===== config.mk =====
export PLATFORM = sky130hd
export DESIGN_NAME = usb_pp_in_ep
export DESIGN_NICKNAME = d
export VERILOG_FILES = /design/src/rtl/usb_pp_in_pkg.sv /design/src/rtl/ppin_bank_state.sv /design/src/rtl/ppin_bank_store.sv /design/src/rtl/ppin_usb_engine.sv /design/src/rtl/usb_pp_in_ep.sv
export SDC_FILE = /design/constraint.sdc
export NUM_CORES = 1
export LEC_CHECK = 0
export BUFFER_PORTS_ARGS = -buffer_cell sky130_fd_sc_hd__clkbuf_2
export CAP_MARGIN = 10
export CORE_UTILIZATION = 30
export CTS_BUF_LIST = sky130_fd_sc_hd__clkbuf_8
export CTS_CLUSTER_SIZE = 16
export DETAILED_ROUTE_END_ITERATION = 8
export SKIP_CTS_REPAIR_TIMING = 1
export SLEW_MARGIN = 20
export SYNTH_ARGS = -nofsm -noshare
export SYNTH_HDL_FRONTEND = slang
export SYNTH_SLANG_ARGS = --single-unit
export TNS_END_PERCENT = 1

===== constraint.sdc =====
create_clock -name clk -period 5.7 [get_ports clk]
set_clock_uncertainty 0.05 [all_clocks]
set_input_delay 1.14 -clock clk [delete_from_list [all_inputs] [get_ports clk]]
set_output_delay 1.14 -clock clk [all_outputs]
set_load 0.1 [all_outputs]

===== src/rtl/usb_pp_in_pkg.sv =====
package usb_pp_in_pkg;

  typedef enum logic [1:0] {
    BK_EMPTY = 2'd0,
    BK_READY = 2'd1,
    BK_BUSY  = 2'd2
  } bank_state_e;

  // Limit a requested payload length to the bank capacity.
  function automatic int unsigned clamp_len(input int unsigned req, input int unsigned cap);
    return (req > cap) ? cap : req;
  endfunction

  // The only other bank of the pair.
  function automatic logic other_bank(input logic b);
    return ~b;
  endfunction

endpackage


===== src/rtl/ppin_bank_state.sv =====
module ppin_bank_state
  import usb_pp_in_pkg::*;
(
  input  logic        clk,
  input  logic        rst,
  input  logic        set_i,
  input  logic        take_i,
  input  logic        ack_i,
  input  logic        abort_i,
  output bank_state_e state_o
);

  bank_state_e st_q;

  always_ff @(posedge clk) begin
    if (rst) begin
      st_q <= BK_EMPTY;
    end else begin
      unique case (st_q)
        BK_EMPTY: if (set_i)   st_q <= BK_READY;
        BK_READY: if (take_i)  st_q <= BK_BUSY;
        BK_BUSY: begin
          if (ack_i)           st_q <= BK_EMPTY;
          else if (abort_i)    st_q <= BK_READY;
        end
        default:               st_q <= BK_EMPTY;
      endcase
    end
  end

  assign state_o = st_q;

endmodule


===== src/rtl/ppin_bank_store.sv =====
module ppin_bank_store #(
  parameter int BANK_BYTES = 64,
  parameter int DATA_W     = 8,
  parameter int ADDR_W     = 6,
  parameter int CNT_W      = 7
) (
  input  logic              clk,
  input  logic              rst,
  input  logic              wr_en,
  input  logic              wr_bank,
  input  logic [ADDR_W-1:0] wr_addr,
  input  logic [DATA_W-1:0] wr_data,
  input  logic              len_load,
  input  logic              len_bank,
  input  logic [CNT_W-1:0]  len_val,
  input  logic              rd_bank,
  input  logic [ADDR_W-1:0] rd_addr,
  output logic [DATA_W-1:0] rd_data,
  output logic [CNT_W-1:0]  rd_len
);

  localparam int NBANK = 2;

  logic [DATA_W-1:0] mem_q [NBANK][BANK_BYTES];
  logic [NBANK-1:0][CNT_W-1:0] len_all;

  always_ff @(posedge clk) begin
    if (wr_en) mem_q[wr_bank][wr_addr] <= wr_data;
  end

  for (genvar b = 0; b < NBANK; b++) begin : g_len
    logic [CNT_W-1:0] len_r;
    always_ff @(posedge clk) begin
      if (rst)                                 len_r <= '0;
      else if (len_load && (len_bank == b[0])) len_r <= len_val;
    end
    assign len_all[b] = len_r;
  end

  assign rd_data = mem_q[rd_bank][rd_addr];
  assign rd_len  = len_all[rd_bank];

endmodule


===== src/rtl/ppin_usb_engine.sv =====
module ppin_usb_engine
  import usb_pp_in_pkg::*;
#(
  parameter int ADDR_W = 6,
  parameter int CNT_W  = 7
) (
  input  logic              clk,
  input  logic              rst,
  input  logic              in_token,
  input  logic              ack_in,
  input  logic              abort_in,
  input  logic              rd_en,
  input  logic              cur_ready,
  input  logic [CNT_W-1:0]  cur_len,
  output logic              take_o,
  output logic              nak_o,
  output logic              ack_evt_o,
  output logic              abort_evt_o,
  output logic              sending_o,
  output logic [ADDR_W-1:0] rd_addr_o,
  output logic              rd_valid_o,
  output logic              rd_last_o,
  output logic              reply_data_o,
  output logic              reply_nak_o,
  output logic              bank_o
);

  logic             sending_q;
  logic [CNT_W-1:0] ptr_q;
  logic             bank_q;
  logic             rdata_q, rnak_q;
  logic             pop;

  assign take_o      = in_token && !sending_q && cur_ready;
  assign nak_o       = in_token && !sending_q && !cur_ready;
  assign ack_evt_o   = sending_q && ack_in;
  assign abort_evt_o = sending_q && abort_in && !ack_in;
  assign rd_valid_o  = sending_q && (ptr_q < cur_len);
  assign rd_last_o   = rd_valid_o && (ptr_q == cur_len - 1'b1);
  assign pop         = rd_en && rd_valid_o;

  always_ff @(posedge clk) begin
    if (rst) begin
      sending_q <= 1'b0;
      ptr_q     <= '0;
      bank_q    <= 1'b0;
      rdata_q   <= 1'b0;
      rnak_q    <= 1'b0;
    end else begin
      rdata_q <= take_o;
      rnak_q  <= nak_o;
      if (take_o) begin
        sending_q <= 1'b1;
        ptr_q     <= '0;
      end else if (ack_evt_o) begin
        sending_q <= 1'b0;
        bank_q    <= other_bank(bank_q);
      end else if (abort_evt_o) begin
        sending_q <= 1'b0;
      end else if (pop) begin
        ptr_q <= ptr_q + 1'b1;
      end
    end
  end

  assign sending_o    = sending_q;
  assign rd_addr_o    = ptr_q[ADDR_W-1:0];
  assign reply_data_o = rdata_q;
  assign reply_nak_o  = rnak_q;
  assign bank_o       = bank_q;

endmodule


===== src/rtl/usb_pp_in_ep.sv =====
module usb_pp_in_ep
  import usb_pp_in_pkg::*;
#(
  parameter int BANK_BYTES = 64,
  parameter int DATA_W     = 8,
  parameter int ADDR_W     = $clog2(BANK_BYTES),
  parameter int CNT_W      = $clog2(BANK_BYTES + 1)
) (
  input  logic              clk,
  input  logic              rst,
  input  logic              fw_wr_en,
  input  logic [ADDR_W-1:0] fw_wr_addr,
  input  logic [DATA_W-1:0] fw_wr_data,
  input  logic              fw_ready_set,
  input  logic [CNT_W-1:0]  fw_ready_len,
  input  logic              fw_done_clr,
  output logic              fw_bank_o,
  output logic [1:0]        ready_o,
  output logic              irq_o,
  output logic              overrun_o,
  input  logic              in_token,
  output logic              reply_data_o,
  output logic              reply_nak_o,
  input  logic              rd_en,
  output logic              rd_valid_o,
  output logic [DATA_W-1:0] rd_data_o,
  output logic              rd_last_o,
  input  logic              ack_in,
  input  logic              abort_in,
  output logic              usb_bank_o
);

  localparam int NBANK = 2;

  // Named internal events
  logic             fw_bank_q, done_q, ovr_q;
  logic             fw_free, fw_accept, fw_reject, fw_write;
  logic             usb_take, usb_nak, usb_ack_evt, usb_abort_evt, usb_sending;
  logic             usb_bank;
  logic [NBANK-1:0] ready_vec, empty_vec;
  logic [ADDR_W-1:0] rd_addr;
  logic [CNT_W-1:0]  cur_len, len_latched;

  assign fw_free     = empty_vec[fw_bank_q];
  assign fw_accept   = fw_ready_set && fw_free;
  assign fw_reject   = fw_ready_set && !fw_free;
  assign fw_write    = fw_wr_en && fw_free;
  assign len_latched = CNT_W'(clamp_len(32'(fw_ready_len), BANK_BYTES));

  for (genvar b = 0; b < NBANK; b++) begin : g_bank
    bank_state_e st;
    ppin_bank_state u_state (
      .clk     (clk),
      .rst     (rst),
      .set_i   (fw_accept && (fw_bank_q == b[0])),
      .take_i  (usb_take && (usb_bank == b[0])),
      .ack_i   (usb_ack_evt && (usb_bank == b[0])),
      .abort_i (usb_abort_evt && (usb_bank == b[0])),
      .state_o (st)
    );
    assign ready_vec[b] = (st == BK_READY);
    assign empty_vec[b] = (st == BK_EMPTY);
  end

  ppin_bank_store #(
    .BANK_BYTES (BANK_BYTES),
    .DATA_W     (DATA_W),
    .ADDR_W     (ADDR_W),
    .CNT_W      (CNT_W)
  ) u_store (
    .clk      (clk),
    .rst      (rst),
    .wr_en    (fw_write),
    .wr_bank  (fw_bank_q),
    .wr_addr  (fw_wr_addr),
    .wr_data  (fw_wr_data),
    .len_load (fw_accept),
    .len_bank (fw_bank_q),
    .len_val  (len_latched),
    .rd_bank  (usb_bank),
    .rd_addr  (rd_addr),
    .rd_data  (rd_data_o),
    .rd_len   (cur_len)
  );

  ppin_usb_engine #(
    .ADDR_W (ADDR_W),
    .CNT_W  (CNT_W)
  ) u_eng (
    .clk          (clk),
    .rst          (rst),
    .in_token     (in_token),
    .ack_in       (ack_in),
    .abort_in     (abort_in),
    .rd_en        (rd_en),
    .cur_ready    (ready_vec[usb_bank]),
    .cur_len      (cur_len),
    .take_o       (usb_take),
    .nak_o        (usb_nak),
    .ack_evt_o    (usb_ack_evt),
    .abort_evt_o  (usb_abort_evt),
    .sending_o    (usb_sending),
    .rd_addr_o    (rd_addr),
    .rd_valid_o   (rd_valid_o),
    .rd_last_o    (rd_last_o),
    .reply_data_o (reply_data_o),
    .reply_nak_o  (reply_nak_o),
    .bank_o       (usb_bank)
  );

  always_ff @(posedge clk) begin
    if (rst) begin
      fw_bank_q <= 1'b0;
      done_q    <= 1'b0;
      ovr_q     <= 1'b0;
    end else begin
      if (fw_accept)        fw_bank_q <= other_bank(fw_bank_q);
      if (fw_reject)        ovr_q     <= 1'b1;
      if (usb_ack_evt)      done_q    <= 1'b1;
      else if (fw_done_clr) done_q    <= 1'b0;
    end
  end

  assign fw_bank_o  = fw_bank_q;
  assign ready_o    = ready_vec;
  assign irq_o      = done_q;
  assign overrun_o  = ovr_q;
  assign usb_bank_o = usb_bank;

endmodule


# After elaboration in Yosys (flattened, before gate mapping)
# Memory sizes are Yosys's and may differ from the RTL's. A register that Yosys moved wholly into a read port is not among the register bits.
# Index checks and enable logic that the tools add are counted.
# Widths: inputs -> output; s select.
# totals
register_bits	32
mem_bits_rw	1024
in_bits	30
wordCells	105
memories	1
# classes
addsub	2
magnitude_cmp	7
eq_ne	11
muxes	31
n_bitwise	7
n_reduce_logical	34
# memory_table
memory	depth	word_bits	read_ports	rd_clocked_by_memory_dff	wr	line	source
u_store.mem_q	2	512	1	1	1	ppin_bank_store.sv:24	logic [DATA_W-1:0] mem_q [NBANK][BANK_BYTES];
# ops
op	count
$mux 512	1
$bmux 8 s6	1
$demux 8 s6	1
$mux 8	3
$logic_and 1x1->1	21
$mux 7	3
$mux 2	8
$ge 7x7->1 const B	2
$not 6->7	2
$mux 1	12
$pmux 2 s3	2
$reduce_and 3->1	3
$ne 2x1->1 const B	4
$add 7x1->7 const B	1
$eq 7x7->1	1
$gt 7x7->1 const B	1
$lt 7x1->1 const B	1
$lt 7x7->1	1
$sub 7x1->7 const B	1
$ne 3x1->1 const B	2
$not 1->1	5
$eq 2x1->1 const B	2
$eq 2x2->1 const B	2
$logic_not 1->1	4
6 further kinds	8

# Longest topological paths before layout
# depth
ltp_word	8
mapped_depth	13

# By module
# A second synthesis with hierarchy kept.
# unflattened
hier_cells	1840
area_unflattened_um2	41382.2
# by_module_without_submodules
mod	instances	cells_each	area_each_um2
ppin_bank_store	1	1676	39993.4
ppin_usb_engine	1	111	930.9
usb_pp_in_ep	1	33	262.8
ppin_bank_state	2	10	97.6

# Least setup slack after synthesis
# Ideal clock, no wire load.
# synth_path
kind	reg-to-output
startpoint	register u_eng.bank_q (netlist: u_eng.bank_o)
endpoint	output rd_last_o
arrival_time_ns	6.868
required_time_ns	4.510
setup_slack_ns	-2.358
stages_incl_launch_ff	13
path_buffers	3
path_cell_list	dfxtp_1 > clkbuf_1 > buf_2 > buf_1 > mux2i_1 > inv_1 > ha_1 > nor2b_1 > o21ai_0 > a21oi_1 > nor3_1 > nand2_1 > a221oi_1
# synth_via
elab_chain_cells	5
word_cells_on_any_way	7
# synth_rtl
element	line	source
start, declared	ppin_usb_engine.sv:30	logic bank_q;
start signal, assigned	ppin_usb_engine.sv:57	bank_q <= other_bank(bank_q);
$mux 7 (implied by the code) (2 in a row)	ppin_bank_store.sv:41	assign rd_len = len_all[rd_bank];
$lt 7x7->1	ppin_usb_engine.sv:38	assign rd_valid_o = sending_q && (ptr_q < cur_len);
$logic_and 1x1->1	ppin_usb_engine.sv:38	
named net rd_valid_o	usb_pp_in_ep.sv:25	output logic rd_valid_o,
$logic_and 1x1->1	ppin_usb_engine.sv:39	assign rd_last_o = rd_valid_o && (ptr_q == cur_len - 1'b1);
end, declared	usb_pp_in_ep.sv:27	output logic rd_last_o,
# The timed path passes the listed nets, and every way through them passes these cells. The select of a mux whose other input is x is not followed.

# Worst setup path in the final report
# layout_path
startpoint	register u_eng.ptr_q[0]
endpoint	output rd_data_o[3]
# layout_via
elab_chain_cells	4
# layout_rtl
element	line	source
start, declared	ppin_usb_engine.sv:29	logic [CNT_W-1:0] ptr_q;
start signal, assigned	ppin_usb_engine.sv:61	ptr_q <= ptr_q + 1'b1;
$not 6->7 (implied by the code)	ppin_bank_store.sv:40	assign rd_data = mem_q[rd_bank][rd_addr];
$bmux 8 s6	ppin_bank_store.sv:40	
$mux 8 (implied by the code) (2 in a row)	ppin_bank_store.sv:40	
end, declared	usb_pp_in_ep.sv:26	output logic [DATA_W-1:0] rd_data_o,
# No other way between the ends. The select of a mux whose other input is x is not followed.

==> Flow_metrics.wiki <==
{| class="wikitable"
! Metric !! Value
|-
| Avg Synthesized Cell Area || approximately 19 um2
|-
| P&R area growth vs syn || 12.7%
|-
| Net count after synthesis || 2282
|-
| Post-layout net count || 2427
|-
| Family with the most delay on the worst path || compound AO/OA/AOI/OAI gates
|-
| Unrepaired setup endpoints after global routing || false
|-
| Largest stage delay on the critical path || 0.89 ns
|-
| Die H || 375 um
|-
| Fill cell instance count of the final layout || 13000
|-
| Clock tree from TritonCTS || done
|-
| Main flop type after synthesis || edfxtp_1
|-
| Fraction of final layout cells sized beyond drive strength 1 || between 10% and 20%
|-
| Sequential fraction of the synthesis area || between 70 and 80%
|-
| Number of buffers added by the clock tree synthesis step || 166
|-
| Placed instance count || 4014
|-
| Biggest fanout along the worst timing path || 45
|-
| Utilization of the core after routing || 34.2%
|-
| Overall power consumption || ~15 mW
|-
| Worst setup SP type || flop
|-
| Library cells used by synthesis || 51
|-
| HP Class || flop to flop
|-
| Maximum root-to-sink buffer count || 3
|-
| IR drop worst, VDD || about 0.00020 V
|-
| Leakage || between 10 and 15 nW
|-
| Clock tree sinks || 1057
|-
| Kind of end point of the critical path || output pin
|-
| Routability congestion estimate || just over 0.8
|-
| Critical path required time || roughly 4.5 ns
|-
| Pin count of the biggest net entering global routing || 90
|-
| Number of warnings issued by yosys || 0
|-
| Netlist area before placement || 41800 um2
|-
| Post-route ant nets || 0
|-
| Detailed placer's ending HPWL || 62400 um
|-
| Setup tns final || 0 ns
|-
| Async set or reset register ratio after synthesis || 0%
|-
| Pre-CTS setup slack || 1.10 ns
|-
| Total wirelength of the detailed-routed design || approximately 100000 um
|-
| Root buf cell || clkbuf_8
|-
| H-tree lvl count || 4
|-
| Slowest CP cell || dfxtp_4
|-
| Number of storage elements in the synthesis netlist || 1057
|-
| Clock slew at the register clock pins of the worst setup and hold paths || 0.06 ns
|-
| Synth area leaders || edfxtp_1, mux4_2, mux2i_1
|-
| Number of input and output port buffers inserted || 47
|-
| Number of design-rule violations left by the first detailed-router iteration || 1828
|-
| Number of antenna violations at the first check in global routing || 4
|-
| Arr. time, crit path || roughly 4.3 ns
|-
| Gate count after technology mapping || 2243
|-
| Most instantiated cells after synthesis || edfxtp_1, mux2i_1, nor2_1
|-
| Slew at the pin closest to its max-slew limit || 1.14 ns
|-
| Total count of hold-check failures in the final report || 0
|-
| Overall Global Routing Usage || 14.4%
|-
| Max-capacitance violation count || 0
|-
| Site row count || 136
|-
| Residual DRC count || 0
|-
| Floorplan die width || ~380 um
|-
| Fin cells || 4305
|-
| Starting utilization of the core area || 30.4%
|-
| Vias in the first global route || ~22000
|-
| Worst-Skew Late Latency || 0.82 ns
|-
| Total non-filler cell area in the finished layout || 47200 um2
|-
| Number of failing setup endpoints in the final timing report || 0
|-
| Period utilization || a little over nine tenths
|-
| Number of vias per cell || 5.01
|-
| Io pins || 48
|-
| Average wire per standard cell || about 24 um
|-
| Fmax || 182 MHz
|-
| EDFF count, synth || 1024
|-
| Slew HR || 24.1%
|-
| Smallest hold slack || between 0.4 and 0.5 ns
|-
| Die outline area || 141000 um2
|-
| Cell accounting for the most synthesized area || edfxtp_1
|-
| Status || finished, final reports clean
|-
| Placed cell areas || 44200 um2
|-
| Worst setup margin || 0.208 ns
|-
| Global-route wire length before repair || 149000 um
|-
| Most common cell in the synthesized netlist || edfxtp_1
|-
| Vias after detailed routing || 21600
|-
| Total congestion overflow after global routing || 0
|-
| Share of Yosys cell area claimed by the top area cell type || 73.5%
|-
| Critical Path, Cell by Cell || buf_4 > buf_4 > mux4_2 > mux2i_1 > nor2_1 > a211oi_1 > a211oi_1 > o32a_1 > buf_12
|-
| Total core area || between 100000 and 150000 um2
|-
| Combined buffer and inverter count along the critical path || 3
|-
| Kind of critical path || flop to output pin
|-
| Cell area power density || 320 nW/um2
|-
| Minimum clock period after layout || 5.49 ns
|-
| First drt pass iteration count || 8
|-
| Max-slew violation count || 0
|}
per-layer routing:
metal / vias to the layer above / GRT usage (%) / part of all wire [%]
met5: - / 0 / 0.040
met4: 6 / 4.83 / 2.5
met3: 165 / 3.25 / 6.5
met2: 755 / 23.4 / 49
met1: 11200 / 19.0 / 42
li1: 9411 / - / -
area by class of cell:
cell class	count	area [um2]	area share (%)
sequential	1057	31400	66.6
inverter	8	30.0	0.0637
multi-input combinational	1046	9640	20.4
timing repair buffer	109	903	1.92
tap	1794	2240	4.76
antenna	1	2.50	0.00531
clock buffer	168	2310	4.90
clock inverter	122	603	1.28
power breakdown:
| part | internal, mW | switching (mW) |
|---|---|---|
| registers | 8.55 | 0.0306 |
| clock network | 2.84 | 2.90 |
| logic | 0.250 | 0.522 |
| total | 11.6 | 3.46 |
registers in the layout (all words and copies together), names as in the netlist, named ones only:
signal and count:
irq_o 1, u_eng.reply_nak_o 1, g_bank.u_state.state_o 4, u_eng.sending_o 1
u_store.mem_q 1024, u_store.g_len.len_r 14, u_eng.reply_data_o 1, overrun_o 1
u_eng.ptr_q 7, fw_bank_o 1, u_eng.bank_o 1
cell families (layout without fill, tap and decap cells):
kind of cell	Yosys count	count (layout)	share of synthesized area [%]
multiplexers	400	400	14.2
AO/OA/AOI/OAI	268	268	4.59
buffers and inverters	140	407	1.97
adder cells (fa/ha/maj)	9	9	0.269
AND/OR/NAND/NOR	360	360	3.74
flip-flops	1057	1057	75.1
XOR/XNOR	9	9	0.188
other	0	1	0
cell usage in the layout, fill, tap and decap left out, types with 12 or more instances in the layout:
master    count
o211ai_1     17
a211oi_1     50
nor2b_1      25
nand2_1      78
a221oi_1     33
nor2_1      194
mux2i_1     231
clkbuf_8    168
clkinv_1     43
mux2_2       17
buf_12       13
clkbuf_2     31
inv_1        62
o21ai_0      31
buf_4        65
a22oi_1      16
a21oi_1      44
o221ai_1     24
mux4_2      152
dfxtp_1      29
edfxtp_1   1024
nand3_1      12
worst reg2reg max path: cells and delay by family (launching register included):
family,cells,cell delay [ns]
flops,1,0.84
simple gates,4,1.67
compound gates,1,0.37
buf+inv,1,0.47
path summary, 6_finish.rpt:
kind,startpoint,end,slack [ns],depth (start not counted)
worst max-delay path,u_eng.ptr_q[0]$_SDFFE_PP0P_,rd_data_o[3],0.21,9
worst min-delay path,u_store.g_len[1].len_r[6]$_SDFFE_PP0P_,u_store.g_len[1].len_r[6]$_SDFFE_PP0P_,0.40,2
worst max register to register,fw_bank_o$_SDFFE_PP0N_,u_store.mem_q[0][235]$_DFFE_PP_,1.92,6
worst min register to register,u_store.g_len[1].len_r[6]$_SDFFE_PP0P_,u_store.g_len[1].len_r[6]$_SDFFE_PP0P_,0.40,2
(Power assumes the default switching activity.)
